**config.mk**
```make
export PLATFORM = sky130hd
export DESIGN_NAME = fence_lru_alloc
export DESIGN_NICKNAME = d
export VERILOG_FILES = /design/src/rtl/fence_lru_pkg.sv /design/src/rtl/fence_lru_dp.sv /design/src/rtl/fence_lru_ctl.sv /design/src/rtl/fence_lru_alloc.sv
export SDC_FILE = /design/constraint.sdc
export NUM_CORES = 1
export LEC_CHECK = 0
export BUFFER_PORTS_ARGS = -buffer_cell sky130_fd_sc_hd__buf_2
export CAP_MARGIN = 20
export CELL_PAD_IN_SITES_DETAIL_PLACEMENT = 1
export CELL_PAD_IN_SITES_GLOBAL_PLACEMENT = 1
export CORE_UTILIZATION = 50
export DETAILED_ROUTE_END_ITERATION = 12
export PLACE_DENSITY_LB_ADDON = 0.1
export SKIP_CTS_REPAIR_TIMING = 1
export SYNTH_ARGS = -nofsm -noshare
export SYNTH_HDL_FRONTEND = slang
export SYNTH_HIERARCHICAL = 1
export SYNTH_SLANG_ARGS = --single-unit
export TNS_END_PERCENT = 30
```
**constraint.sdc**
```tcl
create_clock -name clk -period 5.1 [get_ports clk]
set_input_delay 0.51 -clock clk [delete_from_list [all_inputs] [get_ports clk]]
set_output_delay 0.51 -clock clk [all_outputs]
set_load 0.005 [all_outputs]
```
**src/rtl/fence_lru_pkg.sv**
```systemverilog
package fence_lru_pkg;

  typedef enum logic [1:0] {
    OP_ACQUIRE = 2'd0,
    OP_REFRESH = 2'd1,
    OP_RESERVE = 2'd2,
    OP_RELEASE = 2'd3
  } op_e;

  typedef enum logic [1:0] {
    ST_OK      = 2'd0,
    ST_RETRY   = 2'd1,
    ST_NOBUF   = 2'd2,
    ST_NOSPACE = 2'd3
  } status_e;

  // strobes from control to the list/pin datapath; at most one list op per cycle
  typedef struct packed {
    logic moveTail;    // entry at cmdPos goes to the MRU end
    logic removeAt;    // entry at cmdPos leaves the pool
    logic insertHead;  // cmdSlot enters the pool at the LRU end
    logic pinInc;      // pin count of cmdSlot goes up by one
  } dp_cmd_t;

endpackage

```
**src/rtl/fence_lru_dp.sv**
```systemverilog
module fence_lru_dp
  import fence_lru_pkg::*;
#(
  parameter int NUM_SLOTS = 8,
  parameter int PIN_W     = 4,
  parameter int SLOT_W    = $clog2(NUM_SLOTS),
  parameter int CNT_W     = $clog2(NUM_SLOTS + 1)
) (
  input  logic                 clk,
  input  logic                 rst_n,
  input  dp_cmd_t              cmd,
  input  logic [SLOT_W-1:0]    cmdPos,
  input  logic [SLOT_W-1:0]    cmdSlot,
  input  logic [SLOT_W-1:0]    lookPos,
  input  logic [SLOT_W-1:0]    findSlot,
  input  logic                 unpinValid,
  input  logic [SLOT_W-1:0]    unpinSlot,
  output logic [SLOT_W-1:0]    lookSlot,
  output logic                 findHit,
  output logic [SLOT_W-1:0]    findPos,
  output logic [CNT_W-1:0]     listLen,
  output logic [NUM_SLOTS-1:0] unpinnedMask,
  output logic [NUM_SLOTS-1:0] poolMask,
  output logic                 pinErr
);

  logic [SLOT_W-1:0]    order     [NUM_SLOTS];
  logic [SLOT_W-1:0]    orderNext [NUM_SLOTS];
  logic [CNT_W-1:0]     len, lenNext;
  logic [NUM_SLOTS-1:0] pool, poolNext;
  logic [SLOT_W-1:0]    tailIdx;
  logic                 errQ;

  assign tailIdx = SLOT_W'(len - 1'b1);

  // list next state: shift-left for tail move / removal, shift-right for head insert
  always_comb begin
    orderNext = order;
    lenNext   = len;
    poolNext  = pool;
    if (cmd.moveTail) begin
      for (int i = 0; i < NUM_SLOTS - 1; i++)
        if (SLOT_W'(i) >= cmdPos && CNT_W'(i + 1) < len) orderNext[i] = order[i+1];
      orderNext[tailIdx] = order[cmdPos];
    end else if (cmd.removeAt) begin
      for (int i = 0; i < NUM_SLOTS - 1; i++)
        if (SLOT_W'(i) >= cmdPos && CNT_W'(i + 1) < len) orderNext[i] = order[i+1];
      lenNext = len - 1'b1;
      poolNext[order[cmdPos]] = 1'b0;
    end else if (cmd.insertHead) begin
      for (int i = 1; i < NUM_SLOTS; i++)
        if (CNT_W'(i) <= len) orderNext[i] = order[i-1];
      orderNext[0] = cmdSlot;
      lenNext = len + 1'b1;
      poolNext[cmdSlot] = 1'b1;
    end
  end

  always_ff @(posedge clk or negedge rst_n) begin
    if (!rst_n) begin
      for (int i = 0; i < NUM_SLOTS; i++) order[i] <= SLOT_W'(i);
      len  <= CNT_W'(NUM_SLOTS);
      pool <= '1;
    end else begin
      order <= orderNext;
      len   <= lenNext;
      pool  <= poolNext;
    end
  end

  // per-slot pin counters
  for (genvar s = 0; s < NUM_SLOTS; s++) begin : g_pin
    logic [PIN_W-1:0] cnt;
    logic             incHit, decHit;
    assign incHit = cmd.pinInc && (cmdSlot == SLOT_W'(s));
    assign decHit = unpinValid && (unpinSlot == SLOT_W'(s)) && (cnt != '0);
    always_ff @(posedge clk or negedge rst_n) begin
      if (!rst_n)                cnt <= '0;
      else if (incHit && !decHit) cnt <= cnt + 1'b1;
      else if (decHit && !incHit) cnt <= cnt - 1'b1;
    end
    assign unpinnedMask[s] = (cnt == '0);
  end

  always_ff @(posedge clk or negedge rst_n) begin
    if (!rst_n)                                   errQ <= 1'b0;
    else if (unpinValid && unpinnedMask[unpinSlot]) errQ <= 1'b1;
  end

  always_comb begin
    findHit = 1'b0;
    findPos = '0;
    for (int i = 0; i < NUM_SLOTS; i++)
      if (CNT_W'(i) < len && order[i] == findSlot) begin
        findHit = 1'b1;
        findPos = SLOT_W'(i);
      end
  end

  assign lookSlot = order[lookPos];
  assign listLen  = len;
  assign poolMask = pool;
  assign pinErr   = errQ;

endmodule

```
**src/rtl/fence_lru_ctl.sv**
```systemverilog
module fence_lru_ctl
  import fence_lru_pkg::*;
#(
  parameter int NUM_SLOTS = 8,
  parameter int SLOT_W    = $clog2(NUM_SLOTS),
  parameter int CNT_W     = $clog2(NUM_SLOTS + 1)
) (
  input  logic                 clk,
  input  logic                 rst_n,
  input  logic                 reqValid,
  input  logic [1:0]           reqOp,
  input  logic [SLOT_W-1:0]    reqSlot,
  input  logic [NUM_SLOTS-1:0] busyIn,
  input  logic                 pendingRelease,
  input  logic [SLOT_W-1:0]    lookSlot,
  input  logic                 findHit,
  input  logic [SLOT_W-1:0]    findPos,
  input  logic [CNT_W-1:0]     listLen,
  input  logic [NUM_SLOTS-1:0] unpinnedMask,
  input  logic [NUM_SLOTS-1:0] poolMask,
  output dp_cmd_t              cmd,
  output logic [SLOT_W-1:0]    cmdPos,
  output logic [SLOT_W-1:0]    cmdSlot,
  output logic [SLOT_W-1:0]    lookPos,
  output logic                 readyOut,
  output logic                 doneOut,
  output logic [1:0]           statusOut,
  output logic [SLOT_W-1:0]    grantOut
);

  typedef enum logic {S_IDLE, S_SEARCH} state_e;

  state_e            state;
  logic              isReserve;
  logic [CNT_W-1:0]  pos;
  logic              remValid, wrapped;
  logic [SLOT_W-1:0] remSlot;
  logic              doneQ;
  status_e           statusQ;
  logic [SLOT_W-1:0] grantQ;

  logic              finish, startSearch, startReserve, posInc, remember, wrapNow;
  status_e           finStatus;
  logic [SLOT_W-1:0] finGrant;
  logic [CNT_W-1:0]  freeCnt;

  always_comb begin
    freeCnt = '0;
    for (int i = 0; i < NUM_SLOTS; i++)
      if (unpinnedMask[i] && poolMask[i]) freeCnt = freeCnt + 1'b1;
  end

  assign lookPos = SLOT_W'(pos);
  assign wrapNow = wrapped || (remValid && lookSlot == remSlot);

  always_comb begin
    cmd          = '0;
    cmdPos       = SLOT_W'(pos);
    cmdSlot      = lookSlot;
    finish       = 1'b0;
    finStatus    = ST_OK;
    finGrant     = lookSlot;
    startSearch  = 1'b0;
    startReserve = 1'b0;
    posInc       = 1'b0;
    remember     = 1'b0;
    case (state)
      S_IDLE: begin
        if (reqValid) begin
          case (op_e'(reqOp))
            OP_REFRESH: begin
              cmd.pinInc = 1'b1;
              cmdSlot    = reqSlot;
              if (findHit) begin
                cmd.moveTail = 1'b1;
                cmdPos       = findPos;
              end
              finish   = 1'b1;
              finGrant = reqSlot;
            end
            OP_RELEASE: begin
              if (!poolMask[reqSlot]) begin
                cmd.insertHead = 1'b1;
                cmdSlot        = reqSlot;
              end
              finish   = 1'b1;
              finGrant = reqSlot;
            end
            OP_RESERVE: begin
              if (freeCnt < CNT_W'(2)) begin
                finish    = 1'b1;
                finStatus = ST_NOSPACE;
                finGrant  = '0;
              end else begin
                startSearch  = 1'b1;
                startReserve = 1'b1;
              end
            end
            default: startSearch = 1'b1;
          endcase
        end
      end
      S_SEARCH: begin
        if (pos >= listLen) begin
          finish    = 1'b1;
          finStatus = pendingRelease ? ST_RETRY : ST_NOBUF;
          finGrant  = '0;
        end else if (!wrapNow && busyIn[lookSlot]) begin
          cmd.moveTail = 1'b1;
          remember     = !remValid;
        end else if (!unpinnedMask[lookSlot]) begin
          posInc = 1'b1;
        end else begin
          finish = 1'b1;
          if (isReserve) cmd.removeAt = 1'b1;
          else begin
            cmd.moveTail = 1'b1;
            cmd.pinInc   = 1'b1;
          end
        end
      end
      default: ;
    endcase
  end

  always_ff @(posedge clk or negedge rst_n) begin
    if (!rst_n) begin
      state     <= S_IDLE;
      isReserve <= 1'b0;
      pos       <= '0;
      remValid  <= 1'b0;
      remSlot   <= '0;
      wrapped   <= 1'b0;
      doneQ     <= 1'b0;
      statusQ   <= ST_OK;
      grantQ    <= '0;
    end else begin
      doneQ <= finish;
      if (finish) begin
        statusQ <= finStatus;
        grantQ  <= finGrant;
      end
      case (state)
        S_IDLE: begin
          if (startSearch) begin
            state     <= S_SEARCH;
            isReserve <= startReserve;
            pos       <= '0;
            remValid  <= 1'b0;
            wrapped   <= 1'b0;
          end
        end
        default: begin
          wrapped <= wrapNow;
          if (posInc) pos <= pos + 1'b1;
          if (remember) begin
            remValid <= 1'b1;
            remSlot  <= lookSlot;
          end
          if (finish) state <= S_IDLE;
        end
      endcase
    end
  end

  assign readyOut  = (state == S_IDLE);
  assign doneOut   = doneQ;
  assign statusOut = statusQ;
  assign grantOut  = grantQ;

endmodule

```
**src/rtl/fence_lru_alloc.sv**
```systemverilog
module fence_lru_alloc
  import fence_lru_pkg::*;
#(
  parameter  int NUM_SLOTS = 8,
  parameter  int PIN_W     = 4,
  localparam int SLOT_W    = $clog2(NUM_SLOTS),
  localparam int CNT_W     = $clog2(NUM_SLOTS + 1)
) (
  input  logic                 clk,
  input  logic                 rst_n,
  input  logic                 reqValid,
  input  logic [1:0]           reqOp,
  input  logic [SLOT_W-1:0]    reqSlot,
  input  logic [NUM_SLOTS-1:0] busyIn,
  input  logic                 pendingRelease,
  input  logic                 unpinValid,
  input  logic [SLOT_W-1:0]    unpinSlot,
  output logic                 readyOut,
  output logic                 doneOut,
  output logic [1:0]           statusOut,
  output logic [SLOT_W-1:0]    grantOut,
  output logic                 pinErr
);

  dp_cmd_t              cmd;
  logic [SLOT_W-1:0]    cmdPos, cmdSlot, lookPos, lookSlot, findPos;
  logic                 findHit;
  logic [CNT_W-1:0]     listLen;
  logic [NUM_SLOTS-1:0] unpinnedMask, poolMask;

  fence_lru_ctl #(
    .NUM_SLOTS(NUM_SLOTS), .SLOT_W(SLOT_W), .CNT_W(CNT_W)
  ) u_ctl (
    .clk(clk), .rst_n(rst_n),
    .reqValid(reqValid), .reqOp(reqOp), .reqSlot(reqSlot),
    .busyIn(busyIn), .pendingRelease(pendingRelease),
    .lookSlot(lookSlot), .findHit(findHit), .findPos(findPos),
    .listLen(listLen), .unpinnedMask(unpinnedMask), .poolMask(poolMask),
    .cmd(cmd), .cmdPos(cmdPos), .cmdSlot(cmdSlot), .lookPos(lookPos),
    .readyOut(readyOut), .doneOut(doneOut), .statusOut(statusOut),
    .grantOut(grantOut)
  );

  fence_lru_dp #(
    .NUM_SLOTS(NUM_SLOTS), .PIN_W(PIN_W), .SLOT_W(SLOT_W), .CNT_W(CNT_W)
  ) u_dp (
    .clk(clk), .rst_n(rst_n),
    .cmd(cmd), .cmdPos(cmdPos), .cmdSlot(cmdSlot), .lookPos(lookPos),
    .findSlot(reqSlot), .unpinValid(unpinValid), .unpinSlot(unpinSlot),
    .lookSlot(lookSlot), .findHit(findHit), .findPos(findPos),
    .listLen(listLen), .unpinnedMask(unpinnedMask), .poolMask(poolMask),
    .pinErr(pinErr)
  );

endmodule

```
==> metrics, run 1 <==
CTS tree=done; vias per inst=6.43; crit end category=flip-flop; power density cells=738 nW/µm²; vias in the first global route=~7,000; critical path type=reg -> reg; fin crit share=0.960; clock buffer count from CTS=9; worst skew pair latency=about 0.36 ns; Crit Reg-Reg Startpoint=u_dp/g_pin[0].cnt[0]$_DFFE_PN0P_; row count=44; Setup crit start=u_dp/g_pin[0].cnt[0]$_DFFE_PN0P_; status=finished, violations left; max-slew violation count=0; logic gate share of total power=0.628; Net count, final=899; root buf cell=clkbuf_16; leakage power=about 3.5 nW; most frequent cells after synthesis=71 x nor2_1, 69 x nand2_1, 65 x dfrtp_1; dpl hpwl=17,200 µm; Die Ht=125 µm; failing checks=DRC; element type at the critical path start=flip-flop; relative slew slack=0.437; arrival time worst endpoint=between 5 and 6 ns; setup tns final=0 ns; I/O Pins=29; area leader, netlist=dfrtp_1; post-synth cell types=87; Total Wirelength=23,200 µm; HP Class=in -> async; sequential share of power=0.266; top cells by area, synth=dfrtp_1 21%, dfstp_2 7.3%, ha_1 6.6%, mux2i_1 5.0%, xnor2_1 4.4%; die width=125 µm; WP data required=5.36 ns; maximum VDD drop=314 µV; final setup fails=0; Worst R2R Path Depth=21; Routed Antenna Nets=0; Max clock buf depth=2; share of the synthesized area in the top cell type=0.214; fmax=204 MHz; Avg Inst Size Synth=9.45 µm²; n_diodes=0; Synth Register Bits=86; Post-Synthesis Cells=805; async set or reset register ratio after synthesis=1.00; Post-synth EDFFs=0; core box area=~15,000 µm²; r2r endpoint=u_ctl/grantOut[1]$_DFFE_PN0P_; layout cells sized above 1=0.196; YS warnings=6; R2R Setup Slk=0.20 ns; slew of the pin with the lowest slew margin=0.839 ns; DIE AREA=15,700 µm²; WL per Instance=22.7 µm; Vias=roughly 6,600; Synth Net Count=874; final RePlAce weighted congestion=0.940; Pint=0.00309 W; remaining global-route overflow=0; WHS=0.104 ns; wire length of the first global-routing pass=approximately 38,000 µm; count leader, synth=nor2_1; cell area after layout=8260 µm²; Initial Utilization=0.518; Worst-path clk slew=0.07 ns; placed cell area=just under 8000 µm²; post-synthesis sequential area ratio=0.286; Primary FF master, synth=dfrtp_1; synthesized area=~7600 µm²; Max Cap Violations=0; clock share of power=0.106; sw frac=0.492; initial antenna violation count=0; DRT Pass-1 Iters=9; PortBufs=28; Sw Pwr=0.00300 W; critical path peak fanout=5; Fin. Hold Viols=0; initial DRC count=459; total track usage=0.309; Layout area overhead=8.57%; largest net degree at the start of global routing=55; Setup Skew=0.0109 ns; fin crit period=4.90 ns; DRC errors left=2; H-Tree Level Count=3; TritonCTS Sinks=86
## metal layers
layer  global-route usage  share of wire  up-vias
met3               0.0535          0.049       55
met4                0.142          0.033        0
met2                0.506           0.49      194
met5                    0              0        -
met1                0.398           0.43     3331
li1                     -              -     2975
## logic make-up after synthesis
kind of cell    count (synthesis)  share of synthesized area
buf+inv                        69                     0.0441
fa+ha+maj                      48                     0.0868
simple gates                  264                      0.171
flops                          86                      0.286
mux                            83                      0.143
xor+xnor                       83                      0.110
compound gates                172                      0.159
## area by class of cell
cell class / count / area [µm²]
inverters: 30 / 113
fillers: 1705 / 6440
repair buffers: 53 / 330
well taps: 184 / 230
clock inverters: 5 / 35.0
flip-flops and latches: 86 / 2180
multi-input cells: 650 / 5130
clock buffers: 11 / 243
## cells in the final DEF, fill, tap and decap left out, drive strengths merged, types with 11 or more instances in the layout
| master | Yosys | layout |
|---|---|---|
| a211oi | 12 | 12 |
| a21o | 14 | 14 |
| a21oi | 47 | 47 |
| buf | 20 | 53 |
| clkbuf | 19 | 11 |
| dfrtp | 65 | 65 |
| dfstp | 21 | 21 |
| ha | 40 | 40 |
| inv | 30 | 31 |
| mux2 | 28 | 28 |
| mux2i | 39 | 39 |
| mux4 | 16 | 16 |
| nand2 | 70 | 70 |
| nand2b | 12 | 12 |
| nand3 | 15 | 15 |
| nor2 | 73 | 73 |
| nor2b | 16 | 16 |
| nor3 | 23 | 23 |
| nor4 | 17 | 17 |
| o21ai | 31 | 31 |
| xnor2 | 40 | 40 |
| xor2 | 38 | 38 |
## how the worst max path moves through the flow
stage	end	slack, ns
global route	u_ctl/grantOut[0]$_DFFE_PN0P_	-0.07
detailed placement	u_ctl/grantOut[0]$_DFFE_PN0P_	0.07
floorplan	u_ctl/grantOut[0]$_DFFE_PN0P_	0.57
CTS	u_ctl/grantOut[0]$_DFFE_PN0P_	0.03
finish	u_ctl/grantOut[1]$_DFFE_PN0P_	0.20
global placement	u_ctl/grantOut[2]$_DFFE_PN0P_	0.34
## flip-flops by register name, indices dropped and copies added, names as in the netlist, 2 cells and up
register	flops
u_dp/order	24
u_ctl/remSlot	3
u_dp/poolMask	8
u_ctl/pos	4
u_dp/g_pin.cnt	32
u_ctl/statusOut	2
u_ctl/grantOut	3
u_dp/listLen	4
## stage by stage
step	instances	power [W]	util	worst slack, ns
floorplan	805	0.00428	-	0.569
global placement	1002	0.00514	0.541	0.337
detailed placement	1002	0.00536	0.541	0.0694
CTS	1018	0.00604	0.559	0.0293
global route	1019	0.00654	0.562	-0.0660
finish	1019	0.00609	0.562	0.205
## critical path, stage by stage (launching register included)
cell and delay (ns):
dfrtp_1 0.44, nor4_1 0.44, nand2_1 0.15, ha_1 0.39, nand2b_1 0.15, a21oi_1 0.07, a31oi_1 0.16, a21o_1 0.18
inv_1 0.07, ha_1 0.31, xor2_1 0.17, nor3_1 0.24, a221oi_2 0.08, ha_1 0.33, nor2_1 0.05, a21oi_1 0.21
ha_1 0.27, and3_1 0.19, a211oi_2 0.29, and2_2 0.25, nand2_1 0.13, a211oi_1 0.25
## power by group through the flow
stage	Sequential, W	Combinational (W)	Clock, W
floorplan	0.00136	0.00292	0
global placement	0.00157	0.00356	0
detailed placement	0.00160	0.00376	0
CTS	0.00159	0.00379	0.000661
global route	0.00166	0.00419	0.000684
finish	0.00162	0.00383	0.000646
No activity file was read; power rests on OpenSTA's default activity.
==> inputs of run 2 (changes only) <==
--- a/config.mk
+++ b/config.mk
@@ -5,12 +5,15 @@
 export SDC_FILE = /design/constraint.sdc
 export NUM_CORES = 1
 export LEC_CHECK = 0
+export ABC_CLOCK_PERIOD_IN_PS = 5100
 export BUFFER_PORTS_ARGS = -buffer_cell sky130_fd_sc_hd__buf_2
 export CAP_MARGIN = 20
 export CELL_PAD_IN_SITES_DETAIL_PLACEMENT = 1
 export CELL_PAD_IN_SITES_GLOBAL_PLACEMENT = 1
 export CORE_UTILIZATION = 50
+export CTS_CLUSTER_SIZE = 30
 export DETAILED_ROUTE_END_ITERATION = 12
+export MAX_ROUTING_LAYER = met4
 export PLACE_DENSITY_LB_ADDON = 0.1
 export SKIP_CTS_REPAIR_TIMING = 1
 export SYNTH_ARGS = -nofsm -noshare
==> run 2 against run 1 <==
The flow still finishes with violations (DRC). Die area is the same. Global-route usage grew 1.0 points. Register-to-register slack lost 0.02 ns. Non-clock buffer count is the same. Final cell count is the same. Final area grew 0.12%. Critical endpoint is now u_dp/g_pin[3].cnt[3]$_DFFE_PN0P_. Largest cell class unchanged.
==> metrics, run 2 (same netlist as run 1, synthesis figures left out) <==
status=finished, violations left; failing checks=DRC; Cell Chain, Critical Path=mux4_2, mux2_2, mux4_2, nand2_1, a211o_1, nand2_1, o32ai_1, nand2_1, nor2_1, ha_1, inv_1, ha_1, a21o_1, a21oi_1, xnor2_1, nor2_1, xor2_1; maximum VDD drop=261 µV (-17%); remaining global-route overflow=0 (unchanged); DIE AREA=15,700 µm² (unchanged); die width=125 µm (unchanged); critical path peak fanout=12 (+7); relative slew slack=0.439 (+0.00156); HP Class=in -> async; core box area=14,700 µm² (unchanged); n_diodes=0 (unchanged); TritonCTS Sinks=86 (unchanged); Layout area overhead=8.70%; largest net degree at the start of global routing=55 (unchanged); fmax=204 MHz (-0.34%); Largest register FFs=32 (unchanged); H-Tree Level Count=3 (unchanged); Worst path depth=17 (-19%); leakage power=3.49 nW (about the same); critical path type=reg -> reg; max-slew violation count=0 (unchanged); cell count after placement=1,003 (+0.10%); most common library cell in the layout ignoring fill and taps=nor2_1; most used cell, CP=nand2_1; I/O Pins=29 (unchanged); Initial Utilization=0.518 (unchanged); clock buffer count from CTS=9 (unchanged); setup tns final=0 ns (unchanged); Total Wirelength=23,300 µm (+0.67%); dpl hpwl=17,100 µm (-1.1%); layout cells sized above 1=0.196 (unchanged); DRT Pass-1 Iters=11 (+2); slew of the pin with the lowest slew margin=0.837 ns (-0.00233 ns); Setup Skew=0.00873 ns (-0.00219 ns); Fill cells=1,698 (-0.41%); element type at the critical path start=flip-flop; row count=44 (unchanged); fin crit share=0.963 (+0.00323); Max clock buf depth=2 (unchanged); Net count, final=899 (unchanged); WL per Instance=22.9 µm (+0.67%); worst skew pair latency=0.36 ns (about the same); vias in the first global route=6,927 (-1.3%); WP data required=5.33 ns (-0.03 ns); root buf cell=clkbuf_16; power density cells=745 nW/µm² (+0.96%); initial antenna violation count=0 (unchanged); post-route insts no fill=1,019 (unchanged); WP buf/inv=1 (unchanged); Worst-path clk slew=0.07 ns (about the same); final RePlAce weighted congestion=0.960 (+2.0%); total track usage=0.319 (+0.0104); vias per inst=6.40 (-0.58%); Vias=6,517 (-0.58%); Max Cap Violations=0 (unchanged); final setup fails=0 (unchanged); Die Ht=125 µm (unchanged); RSZ-0062 raised after global routing=no; wire length of the first global-routing pass=37,800 µm (-0.63%); Crit Reg-Reg Startpoint=u_ctl/pos[0]$_DFFE_PN0P_; DRC errors left=1 (-1); Slowest-stage cell, CP=dfrtp_2; crit end category=flip-flop; CP peak stage delay=0.56 ns (+0.12 ns); CTS tree=done; Top delay family on crit path=multiplexers; Fin. Hold Viols=0 (unchanged); fin crit period=4.91 ns (+0.0165 ns); Setup crit start=u_ctl/pos[0]$_DFFE_PN0P_; Biggest register=u_dp/g_pin.cnt; PortBufs=28 (unchanged); initial DRC count=523 (+14%); most frequent cells in the layout=71 x nor2_1, 69 x nand2_1, 64 x dfrtp_1, 45 x a21oi_1, 40 x ha_1; Worst R2R Path Depth=17 (-19%); Routed Antenna Nets=0 (unchanged); arrival time worst endpoint=5.15 ns (about the same)
[run 2: cell count changes in the layout (fill, tap and decap cells not counted), sizes merged]
cell      delta
bufinv       +1
clkbuf       -1
clkinv       -3
clkinvlp     +2
inv          +1
[run 2: through the flow]
stage	util	power [W]	setup slack, ns	hold slack [ns]	cell area [µm²]
floorplan	-	0.00428	0.569	0.214	7610
global placement	0.541	0.00514	0.339	0.459	7950
CTS	0.561	0.00610	0.0828	0.118	8250
finish	0.563	0.00616	0.188	0.110	8270
global route	0.563	0.00660	0.000856	0.132	8270
detailed placement	0.541	0.00537	0.135	0.462	7950
[run 2: final timing paths]
path | endpoint | slack [ns]
min in group clk | u_dp/pinErr$_DFFE_PN0P_ | 0.44
min reg2reg | u_dp/g_pin[5].cnt[3]$_DFFE_PN0P_ | 0.48
max in group asynchronous | u_dp/g_pin[7].cnt[3]$_DFFE_PN0P_ | 3.88
max reg2reg | u_dp/g_pin[3].cnt[3]$_DFFE_PN0P_ | 0.19
min | u_dp/g_pin[4].cnt[3]$_DFFE_PN0P_ | 0.11
max | u_dp/g_pin[3].cnt[3]$_DFFE_PN0P_ | 0.19
[run 2: final cells by class]
class	instances	area, µm²	share of cell area
clock buffer	10	229	0.0277
sequential	86	2180	0.264
timing repair buffer	53	330	0.0399
multi-input combinational	650	5120	0.619
clock inverter	6	70.1	0.00847
inverter	30	113	0.0136
tap	184	230	0.0278
[run 2: layer usage]
| metal | GRT usage | routed length [µm] |
|---|---|---|
| met1 | 0.410 | 10300 |
| met2 | 0.518 | 11400 |
| met3 | 0.0347 | 1020 |
| met4 | 0.124 | 624 |
| met5 | - | 0 |
[run 2: power by group]
part | switching [W] | internal [W] | leakage (nW)
logic | 0.00219 | 0.00167 | 2.34
clock network | 0.000311 | 0.000384 | 0.136
registers | 0.000531 | 0.00107 | 1.01
total | 0.00303 | 0.00313 | 3.49
[run 2: worst register-to-register path: stages (launching register included)]
cell     delay [ns]
dfrtp_2        0.56
mux4_2         0.56
mux2_2         0.39
mux4_2         0.46
nand2_1        0.09
a211o_1        0.21
nand2_1        0.15
o32ai_1        0.55
nand2_1        0.26
nor2_1         0.20
ha_1           0.23
inv_1          0.11
ha_1           0.31
a21o_1         0.16
a21oi_1        0.19
xnor2_1        0.14
nor2_1         0.08
xor2_1         0.14
